[src/rtl/perc_pkg.sv]
package perc_pkg;

  // Bipolar value of one history or outcome bit.
  function automatic int bipolar(input logic b);
    return b ? 1 : -1;
  endfunction

  // One saturating training step on a weight.
  function automatic int sat_step(input int w, input int step, input int wmin, input int wmax);
    int r;
    r = w + step;
    if (r > wmax) r = wmax;
    if (r < wmin) r = wmin;
    return r;
  endfunction

  // Default confidence threshold: floor(1.93*n + 14).
  function automatic int default_theta(input int n);
    return (193 * n + 1400) / 100;
  endfunction

endpackage

[src/rtl/perc_weight_store.sv]
module perc_weight_store #(
  parameter int ROWS  = 16,
  parameter int ROW_W = 72,
  localparam int IDX_W = $clog2(ROWS)
) (
  input  logic             clk,
  input  logic             rst_n,
  input  logic [IDX_W-1:0] rd_a_idx,
  output logic [ROW_W-1:0] rd_a_row,
  input  logic [IDX_W-1:0] rd_b_idx,
  output logic [ROW_W-1:0] rd_b_row,
  input  logic             we,
  input  logic [IDX_W-1:0] wr_idx,
  input  logic [ROW_W-1:0] wr_row
);

  logic [ROW_W-1:0] mem [ROWS];

  always_ff @(posedge clk or negedge rst_n) begin
    if (!rst_n) begin
      for (int r = 0; r < ROWS; r++) mem[r] <= '0;
    end else if (we) begin
      mem[wr_idx] <= wr_row;
    end
  end

  assign rd_a_row = mem[rd_a_idx];
  assign rd_b_row = mem[rd_b_idx];

  // with no write, a steady read address returns a steady row.
  a_r5_row_hold: assert property (@(posedge clk) disable iff (!rst_n)
    (!$past(we) && $stable(rd_a_idx)) |-> $stable(rd_a_row));

endmodule

[src/rtl/perc_dot.sv]
module perc_dot #(
  parameter int HIST_LEN = 8,
  parameter int W_BITS   = 8,
  parameter int SUM_W    = 13,
  localparam int NW      = HIST_LEN + 1,
  localparam int ROW_W   = NW * W_BITS
) (
  input  logic [ROW_W-1:0]        row,
  input  logic [HIST_LEN-1:0]     hist,
  output logic signed [SUM_W-1:0] sum
);

  logic signed [SUM_W-1:0] wext [NW];

  for (genvar k = 0; k < NW; k++) begin : g_ext
    assign wext[k] = SUM_W'($signed(row[k*W_BITS +: W_BITS]));
  end

  always_comb begin
    sum = wext[0];
    for (int i = 0; i < HIST_LEN; i++) begin
      if (hist[i]) sum = sum + wext[i+1];
      else         sum = sum - wext[i+1];
    end
  end

endmodule

[src/rtl/perc_trainer.sv]
module perc_trainer #(
  parameter int HIST_LEN = 8,
  parameter int W_BITS   = 8,
  parameter int SUM_W    = 13,
  parameter int THETA    = 29,
  localparam int NW      = HIST_LEN + 1,
  localparam int ROW_W   = NW * W_BITS,
  localparam int WMAX    = (1 << (W_BITS - 1)) - 1,
  localparam int WMIN    = -(1 << (W_BITS - 1))
) (
  input  logic [ROW_W-1:0]        row_old,
  input  logic [HIST_LEN-1:0]     hist,
  input  logic                    taken,
  input  logic signed [SUM_W-1:0] sum,
  output logic [ROW_W-1:0]        row_new,
  output logic                    mispredict,
  output logic                    low_conf,
  output logic                    train
);
  import perc_pkg::*;

  localparam logic signed [SUM_W-1:0] THETA_P = SUM_W'(THETA);
  localparam logic signed [SUM_W-1:0] THETA_N = -SUM_W'(THETA);

  assign mispredict = (sum >= 0) != taken;
  assign low_conf   = (sum <= THETA_P) && (sum >= THETA_N);
  assign train      = mispredict || low_conf;

  // Bias weight: its input is always +1.
  always_comb begin
    row_new[W_BITS-1:0] = W_BITS'(sat_step(int'($signed(row_old[W_BITS-1:0])),
                                           bipolar(taken), WMIN, WMAX));
  end

  for (genvar i = 0; i < HIST_LEN; i++) begin : g_w
    always_comb begin
      row_new[(i+1)*W_BITS +: W_BITS] =
        W_BITS'(sat_step(int'($signed(row_old[(i+1)*W_BITS +: W_BITS])),
                         bipolar(taken) * bipolar(hist[i]), WMIN, WMAX));
    end
  end

endmodule

[src/rtl/perc_predictor.sv]
module perc_predictor #(
  parameter int PC_W     = 32,
  parameter int ROWS     = 16,
  parameter int HIST_LEN = 8,
  parameter int W_BITS   = 8,
  parameter int THETA    = perc_pkg::default_theta(HIST_LEN),
  localparam int IDX_W   = $clog2(ROWS),
  localparam int NW      = HIST_LEN + 1,
  localparam int ROW_W   = NW * W_BITS,
  localparam int SUM_W   = W_BITS + $clog2(NW) + 1
) (
  input  logic                    clk,
  input  logic                    rst_n,
  input  logic [PC_W-1:0]         lk_pc,
  output logic                    pred_taken,
  output logic signed [SUM_W-1:0] pred_sum,
  output logic [HIST_LEN-1:0]     pred_hist,
  input  logic                    up_valid,
  input  logic [PC_W-1:0]         up_pc,
  input  logic                    up_taken,
  input  logic signed [SUM_W-1:0] up_sum,
  input  logic [HIST_LEN-1:0]     up_hist
);

  function automatic logic [IDX_W-1:0] row_hash(input logic [PC_W-1:0] pc);
    return pc[IDX_W+1:2] ^ pc[2*IDX_W+1:IDX_W+2];
  endfunction

  logic [IDX_W-1:0]    lk_idx, up_idx;
  logic [ROW_W-1:0]    lk_row, up_row_old, up_row_new;
  logic                trn_mispredict, trn_low_conf, trn_fire, row_we;
  logic [HIST_LEN-1:0] ghr;

  assign lk_idx = row_hash(lk_pc);
  assign up_idx = row_hash(up_pc);

  perc_weight_store #(.ROWS(ROWS), .ROW_W(ROW_W)) u_store (
    .clk(clk), .rst_n(rst_n),
    .rd_a_idx(lk_idx), .rd_a_row(lk_row),
    .rd_b_idx(up_idx), .rd_b_row(up_row_old),
    .we(row_we), .wr_idx(up_idx), .wr_row(up_row_new)
  );

  perc_dot #(.HIST_LEN(HIST_LEN), .W_BITS(W_BITS), .SUM_W(SUM_W)) u_dot (
    .row(lk_row), .hist(ghr), .sum(pred_sum)
  );

  perc_trainer #(.HIST_LEN(HIST_LEN), .W_BITS(W_BITS), .SUM_W(SUM_W), .THETA(THETA)) u_trn (
    .row_old(up_row_old), .hist(up_hist), .taken(up_taken), .sum(up_sum),
    .row_new(up_row_new), .mispredict(trn_mispredict), .low_conf(trn_low_conf),
    .train(trn_fire)
  );

  assign row_we     = up_valid && trn_fire;
  assign pred_taken = !pred_sum[SUM_W-1];
  assign pred_hist  = ghr;

  always_ff @(posedge clk or negedge rst_n) begin
    if (!rst_n)        ghr <= '0;
    else if (up_valid) ghr <= {ghr[HIST_LEN-2:0], up_taken};
  end

  // history shift on update, hold otherwise.
  a_r8_hist_shift: assert property (@(posedge clk) disable iff (!rst_n)
    up_valid |=> pred_hist == {$past(pred_hist[HIST_LEN-2:0]), $past(up_taken)});
  a_r8_hist_hold: assert property (@(posedge clk) disable iff (!rst_n)
    !up_valid |=> $stable(pred_hist));

  // a confident correct guess never writes the table.
  a_r5_no_train: assert property (@(posedge clk) disable iff (!rst_n)
    (up_valid && !trn_mispredict && !trn_low_conf) |-> !row_we);

  // each weight moves by at most one step and never wraps.
  for (genvar k = 0; k < NW; k++) begin : g_chk
    logic signed [W_BITS-1:0] w_o, w_n;
    logic signed [W_BITS:0]   w_d;
    assign w_o = up_row_old[k*W_BITS +: W_BITS];
    assign w_n = up_row_new[k*W_BITS +: W_BITS];
    assign w_d = {w_n[W_BITS-1], w_n} - {w_o[W_BITS-1], w_o};
    a_r6_unit_step: assert property (@(posedge clk) disable iff (!rst_n)
      up_valid |-> (w_d >= -1 && w_d <= 1));
    a_r7_no_wrap: assert property (@(posedge clk) disable iff (!rst_n)
      up_valid |-> ($signed({w_o[W_BITS-1], w_o}) * $signed({w_n[W_BITS-1], w_n}) >= 0
                    || w_o == 0 || w_n == 0));
  end

endmodule

[config.mk]
export PLATFORM = sky130hd
export DESIGN_NAME = perc_predictor
export DESIGN_NICKNAME = d
export VERILOG_FILES = /design/src/rtl/perc_pkg.sv /design/src/rtl/perc_weight_store.sv /design/src/rtl/perc_dot.sv /design/src/rtl/perc_trainer.sv /design/src/rtl/perc_predictor.sv
export SDC_FILE = /design/constraint.sdc
export NUM_CORES = 2
export LEC_CHECK = 0
export BUFFER_PORTS_ARGS = -buffer_cell sky130_fd_sc_hd__clkbuf_2
export CORE_ASPECT_RATIO = 0.8
export CORE_UTILIZATION = 55
export CTS_CLUSTER_SIZE = 8
export DETAILED_ROUTE_END_ITERATION = 10
export PLACE_DENSITY = 0.7
export SLEW_MARGIN = 20
export SYNTH_ARGS = -nofsm -noshare
export SYNTH_HDL_FRONTEND = slang
export SYNTH_SLANG_ARGS = --single-unit
[constraint.sdc]
create_clock -name clk -period 29.9 [get_ports clk]
set_input_delay 4.485 -clock clk [delete_from_list [all_inputs] [get_ports clk]]
set_output_delay 4.485 -clock clk [all_outputs]
set_load 0.01 [all_outputs]
* Word level (Yosys, flattened, before mapping)
Index checks and enable logic that the tools add are counted.
Storage, ports and cells: bits in registers 1160, input port bits 89, output and inout port bits 22, word-level logic and storage cells 128
Cells by class: add/subtract/negate cells 25, multipliers 8, $lt $le $gt $ge 24, eq/ne operators 1, multiplexer cells 44, bitwise operators 4, reductions and logical operators 5
Operator list (count):
- $bwmux 1152 | 1
- $bmux 72 s4 | 2
- $mux 32 | 18
- $mux 72 | 5
- $add 8x32->32 | 9
- $demux 72 s4 | 1
- $gt 32x8->1 const B | 9
- $lt 32x8->1 const B | 9
- $mul 32x32->32 | 8
- $mux 13 | 8
- $add 13x8->13 | 7
- $sub 13x8->13 | 7
- $mux 8 | 9
- $ge 13x1->1 const B | 1
- $ge 13x6->1 const B | 1
- $le 13x6->1 const B | 1
- $ge 5x5->1 const B | 2
- $not 4->5 | 2
- $add 8x8->9 | 1
- $sub 8x8->9 | 1
- $xor 4x4->4 | 2
- $lt 5x1->1 const B | 1
- $logic_and 1x1->1 | 3
- $logic_not 1->1 | 1
- 2 further kinds | 2

* Depth between registers and ports, before layout
word-level depth 22, depth in mapped cells 50, depth with buffers taken out 43

* By module
A second synthesis with hierarchy kept.
Unflattened totals: cells, all modules 8761, area total of the unflattened synthesis 100869.2 µm²
By module, submodules not included:
- perc_weight_store | times used 1, cells an instance 3725, area an instance 59797.4 µm², sequential area each 28827.6 µm²
- perc_trainer | times used 1, cells an instance 4332, area an instance 35401.5 µm², sequential area each 0.0 µm²
- perc_dot | times used 1, cells an instance 677, area an instance 5257.5 µm², sequential area each 0.0 µm²
- perc_predictor | times used 1, cells an instance 27, area an instance 412.9 µm², sequential area each 200.2 µm²

* Least setup slack after synthesis
No wires, ideal clock.
path type input -> output, from input lk_pc[7], to output pred_taken, data arrival time 14.961 ns, required time 25.415 ns, setup slack 10.454 ns, stages on the path 41, path through xor2_1 buf_2 buf_4 buf_2 buf_2 buf_2 buf_2 buf_2 buf_2 buf_1 mux4_2 mux4_2 ha_1 fa_1 fa_1 fa_1 fa_1 fa_1 [5 not listed] or2_2 a21oi_1 xnor2_1 ha_1 nor2b_1 o21a_1 nor2_1 xnor2_1 ha_1 a21oi_1 xnor2_1 ha_1 or3_1 o21ai_0 a21oi_1 xor2_1 xnor3_1 xor3_1
Between the ends: word-level cells in the longest chain between the ends 22
RTL lines:
- start, declared | line perc_predictor.sv:14 | input logic [PC_W-1:0] lk_pc,
- $xor 4x4->4 (*) | line perc_predictor.sv:26 | return pc[IDX_W+1:2] ^ pc[2*IDX_W+1:IDX_W+2];
- $not 4->5 (not written as such) (*) | line perc_weight_store.sv:27 | assign rd_a_row = mem[rd_a_idx];
- $bmux 72 s4 (*) | line perc_weight_store.sv:27
- $mux 72 (not written as such) (*) (2 in series) | line perc_weight_store.sv:27
- $sub 8x8->9 or $add 8x8->9 (tied branches) | line perc_dot.sv:23, perc_dot.sv:22
- $mux 13 | line perc_dot.sv:22 | if (hist[i]) sum = sum + wext[i+1];
- $sub 13x8->13 or $add 13x8->13 (tied branches) | line perc_dot.sv:23, perc_dot.sv:22
- $mux 13 | line perc_dot.sv:22
- [5 not listed]
- $mux 13 | line perc_dot.sv:22
- $sub 13x8->13 or $add 13x8->13 (tied branches) | line perc_dot.sv:23, perc_dot.sv:22
- $mux 13 | line perc_dot.sv:22
- $sub 13x8->13 or $add 13x8->13 (tied branches) | line perc_dot.sv:23, perc_dot.sv:22
- $mux 13 | line perc_dot.sv:22
- $sub 13x8->13 or $add 13x8->13 (tied branches) | line perc_dot.sv:23, perc_dot.sv:22
- $mux 13 (*) | line perc_dot.sv:22
- $logic_not 1->1 (*) | line perc_predictor.sv:55 | assign pred_taken = !pred_sum[SUM_W-1];
- end, declared | line perc_predictor.sv:15 | output logic pred_taken,
Every way passes the cells marked *; elsewhere a longest branch is shown, timed or not. The select of a mux whose other input is x is not followed.

* Worst setup path after layout
from input lk_pc[6], to output pred_taken
Same word-level chain as after synthesis.

==> run_results.csv <==
group,metric,value,unit
clock_tree,path_clk_slew,0.05,ns
detailed_routing,vias_per_cell,6.56,
sta,fin_tns_setup,0,ns
worst_setup_path,reg2reg_depth,23,
floorplan,fp.dieH,378,µm
final_layout,final_nets,9900,
grt,grt_overflow,0,
detailed_routing,detail-route-antenna-nets,0,
floorplan,row_count,137,
placement,dpl.hpwl,177000,µm
synthesis,yosysSeqAreaShare,0.298,
clock_tree,cts.sinks,1160,
sta,min_period,20.76,ns
sta,fin_worst_skew,0.0441,ns
floorplan,io_pins,111,
floorplan,initial_core_util,0.556,
synthesis,yosysWarnings,0,
run,max_cap_viol_count,0,
worst_setup_path,r2r_setup_slack,20.06,ns
synthesis,synth_area_leader_cell,"dfrtp_1",
final_layout,drive_above_1_share,0.217,
final_layout,diodes,0,
synthesis,synthArstFlopShare,1.00,
synthesis,syn_inst,8691,
detailed_routing,wl_per_cell,24.3,µm
floorplan,die_area,179000,µm²
clock_tree,htreeDepth,4,
worst_setup_path,critical-path-max-stage-delay,0.95,ns
worst_setup_path,critPathKind,"input pin to output pin",
grt,grt_pass1_vias,72600,
synthesis,synth_edf_count,0,
worst_setup_path,r2r_start,"u_store.mem[327]",
clock_tree,cts_setup_buffers,0,
detailed_routing,drt_iter0_drc,7512,
synthesis,ys_ff_latch,1160,
worst_setup_path,cp-start-kind,"input pin",
detailed_routing,post-route-drc-count,0,
synthesis,ys.flop_type,"dfrtp_1",
synthesis,synthTopCellsByCount,"1160 x dfrtp_1, 955 x ha_1, 758 x nor2_1",
sta,drv_slew,0,
placement,io_buffers,62,
clock_tree,cts_buffers,163,
sta,setup_violations,0,
sta,fin_crit_sh,0.694,
sta,worst_pin_slew,1.24,ns
floorplan,core_area,175000,µm²
sta,fmax,48.2,MHz
grt,grt_usage,0.301,
sta,rsz0062_at_grt,"false",
worst_setup_path,critPathMaxFanout,76,
synthesis,synth_cell_types,100,
grt,antenna_found_initial,0,
sta,maxSlewHeadroom,0.165,
worst_setup_path,end_kind,"output pin",
worst_setup_path,cpMostUsedCell,"ha_1",
worst_hold_path,hold_path_class,"register to register",
clock_tree,cts_buffer_depth,3,
worst_setup_path,crit_arrival,16.28,ns
final_layout,fill_cells,13700,
grt,grt_pass1_wl,420000,µm
worst_hold_path,min_path_cells,2,
worst_hold_path,hold_start,"u_store.mem[85]",
worst_setup_path,worst_path_max_delay_cell,"xnor2_1",
grt,grt_max_degree,120,
synthesis,yosysMostFrequentCell,"dfrtp_1",
sta,finalHoldViolCount,0,
synthesis,synth_top_area_frac,0.298,
detailed_routing,firstDrtPassIters,8,
worst_setup_path,crit_buf_inv,5,
final_layout,area_delta_synth_final,7.38,%
synthesis,syn-num-nets,10000,
floorplan,die_w,472,µm
detailed_routing,wirelength,266000,µm
status,outcome,"completed",
detailed_routing,via_count,71700,
worst_setup_path,cpLargestDelayFamily,"XOR/XNOR gates",
worst_hold_path,min_to,"u_store.mem[85]",
synthesis,synth.area.top_cells,"dfrtp_1 30%, mux4_2 16%, ha_1 12%, mux2_2 6.4%, fa_1 6.2%",
clock_tree,clockRootBuffer,"clkbuf_16",
worst_setup_path,r2r_end,"u_store.mem[1115]",
placement,globalplace.congestion,0.891,
synthesis,syn-cell-area,97300,µm²
synthesis,syn-mean-instance-area,11.2,µm²
clock_tree,hold_buffers,0,
worst_setup_path,worstPathRequired,25.42,ns
clock_tree,cts_tree,"yes",
clock_tree,cts_resized,0,
clock_tree,clk-insertion-delay-late,0.80,ns
## layer usage
| layer | share of wire | global-route usage |
|---|---|---|
| met1 | 0.42 | 0.419 |
| met3 | 0.088 | 0.0600 |
| met2 | 0.46 | 0.468 |
| met5 | 0 | 0 |
| met4 | 0.036 | 0.110 |
## worst min-delay path: stages, from the launching register on
cell and delay (ns):
dfrtp_1 0.35, nand2_1 0.05, o21ai_0 0.06
## cell families (layout without fill, tap and decap cells)
kind of cell | Yosys count | count (layout) | share of synthesized area
compound gates | 1667 | 1667 | 0.110
xor+xnor | 502 | 502 | 0.0458
fa+ha+maj | 1254 | 1254 | 0.184
buf+inv | 1169 | 1050 | 0.0473
flops | 1160 | 1160 | 0.298
mux | 1332 | 1332 | 0.237
simple gates | 1607 | 1607 | 0.0773
## how the worst max path moves through the flow
stage                            end  slack [ns]     start  depth (start not counted)
after floorplan           pred_taken       10.45  lk_pc[7]                         41
after global placement    pred_taken        9.50  lk_pc[6]                         45
after detailed placement  pred_taken        9.42  lk_pc[6]                         45
after CTS                 pred_taken        9.38  lk_pc[6]                         45
after global routing      pred_taken        8.63  lk_pc[6]                         45
final                     pred_taken        9.14  lk_pc[6]                         45
## state kept, by name (all words and copies together) (netlist names)
name,flops
u_store.mem,1152
pred_hist,8
## through the flow
stage	cell area [µm²]	std cells	utilization	hold slack, ns	setup WS (ns)
floorplan	97300	8691	-	0.461	10.45
global route	104000	10900	0.597	0.524	8.63
CTS	104000	10900	0.597	0.501	9.38
detailed placement	99900	10800	0.571	0.490	9.42
finish	104000	10900	0.597	0.501	9.14
global placement	99900	10700	0.571	0.475	9.50
## layout by cell type, fill, tap and decap left out, drive strengths merged, types with 55 or more instances in the layout
cell / n
mux4: 694
o32a: 81
xnor2: 350
xor2: 148
clkbuf: 223
ha: 955
dfrtp: 1160
a21oi: 742
a21o: 137
inv: 656
nor2: 758
nor3: 91
and2: 57
o21ai: 218
nand3: 74
o21a: 76
mux2: 620
fa: 299
nand2: 246
buf: 160
nor4: 55
## cell type report
| cell class | instances | area (µm²) | share of cell area |
|---|---|---|---|
| timing repair buffer | 220 | 1550 | 0.0148 |
| clock buffer | 163 | 4080 | 0.0390 |
| multi-input combinational | 6362 | 64000 | 0.613 |
| tap | 2363 | 2960 | 0.0283 |
| sequential | 1160 | 29000 | 0.278 |
| inverter | 650 | 2440 | 0.0234 |
| clock inverter | 17 | 384 | 0.00368 |
Power is not shown: default switching activity piles up to over one toggle a cycle in this logic, so the estimate is an artifact.
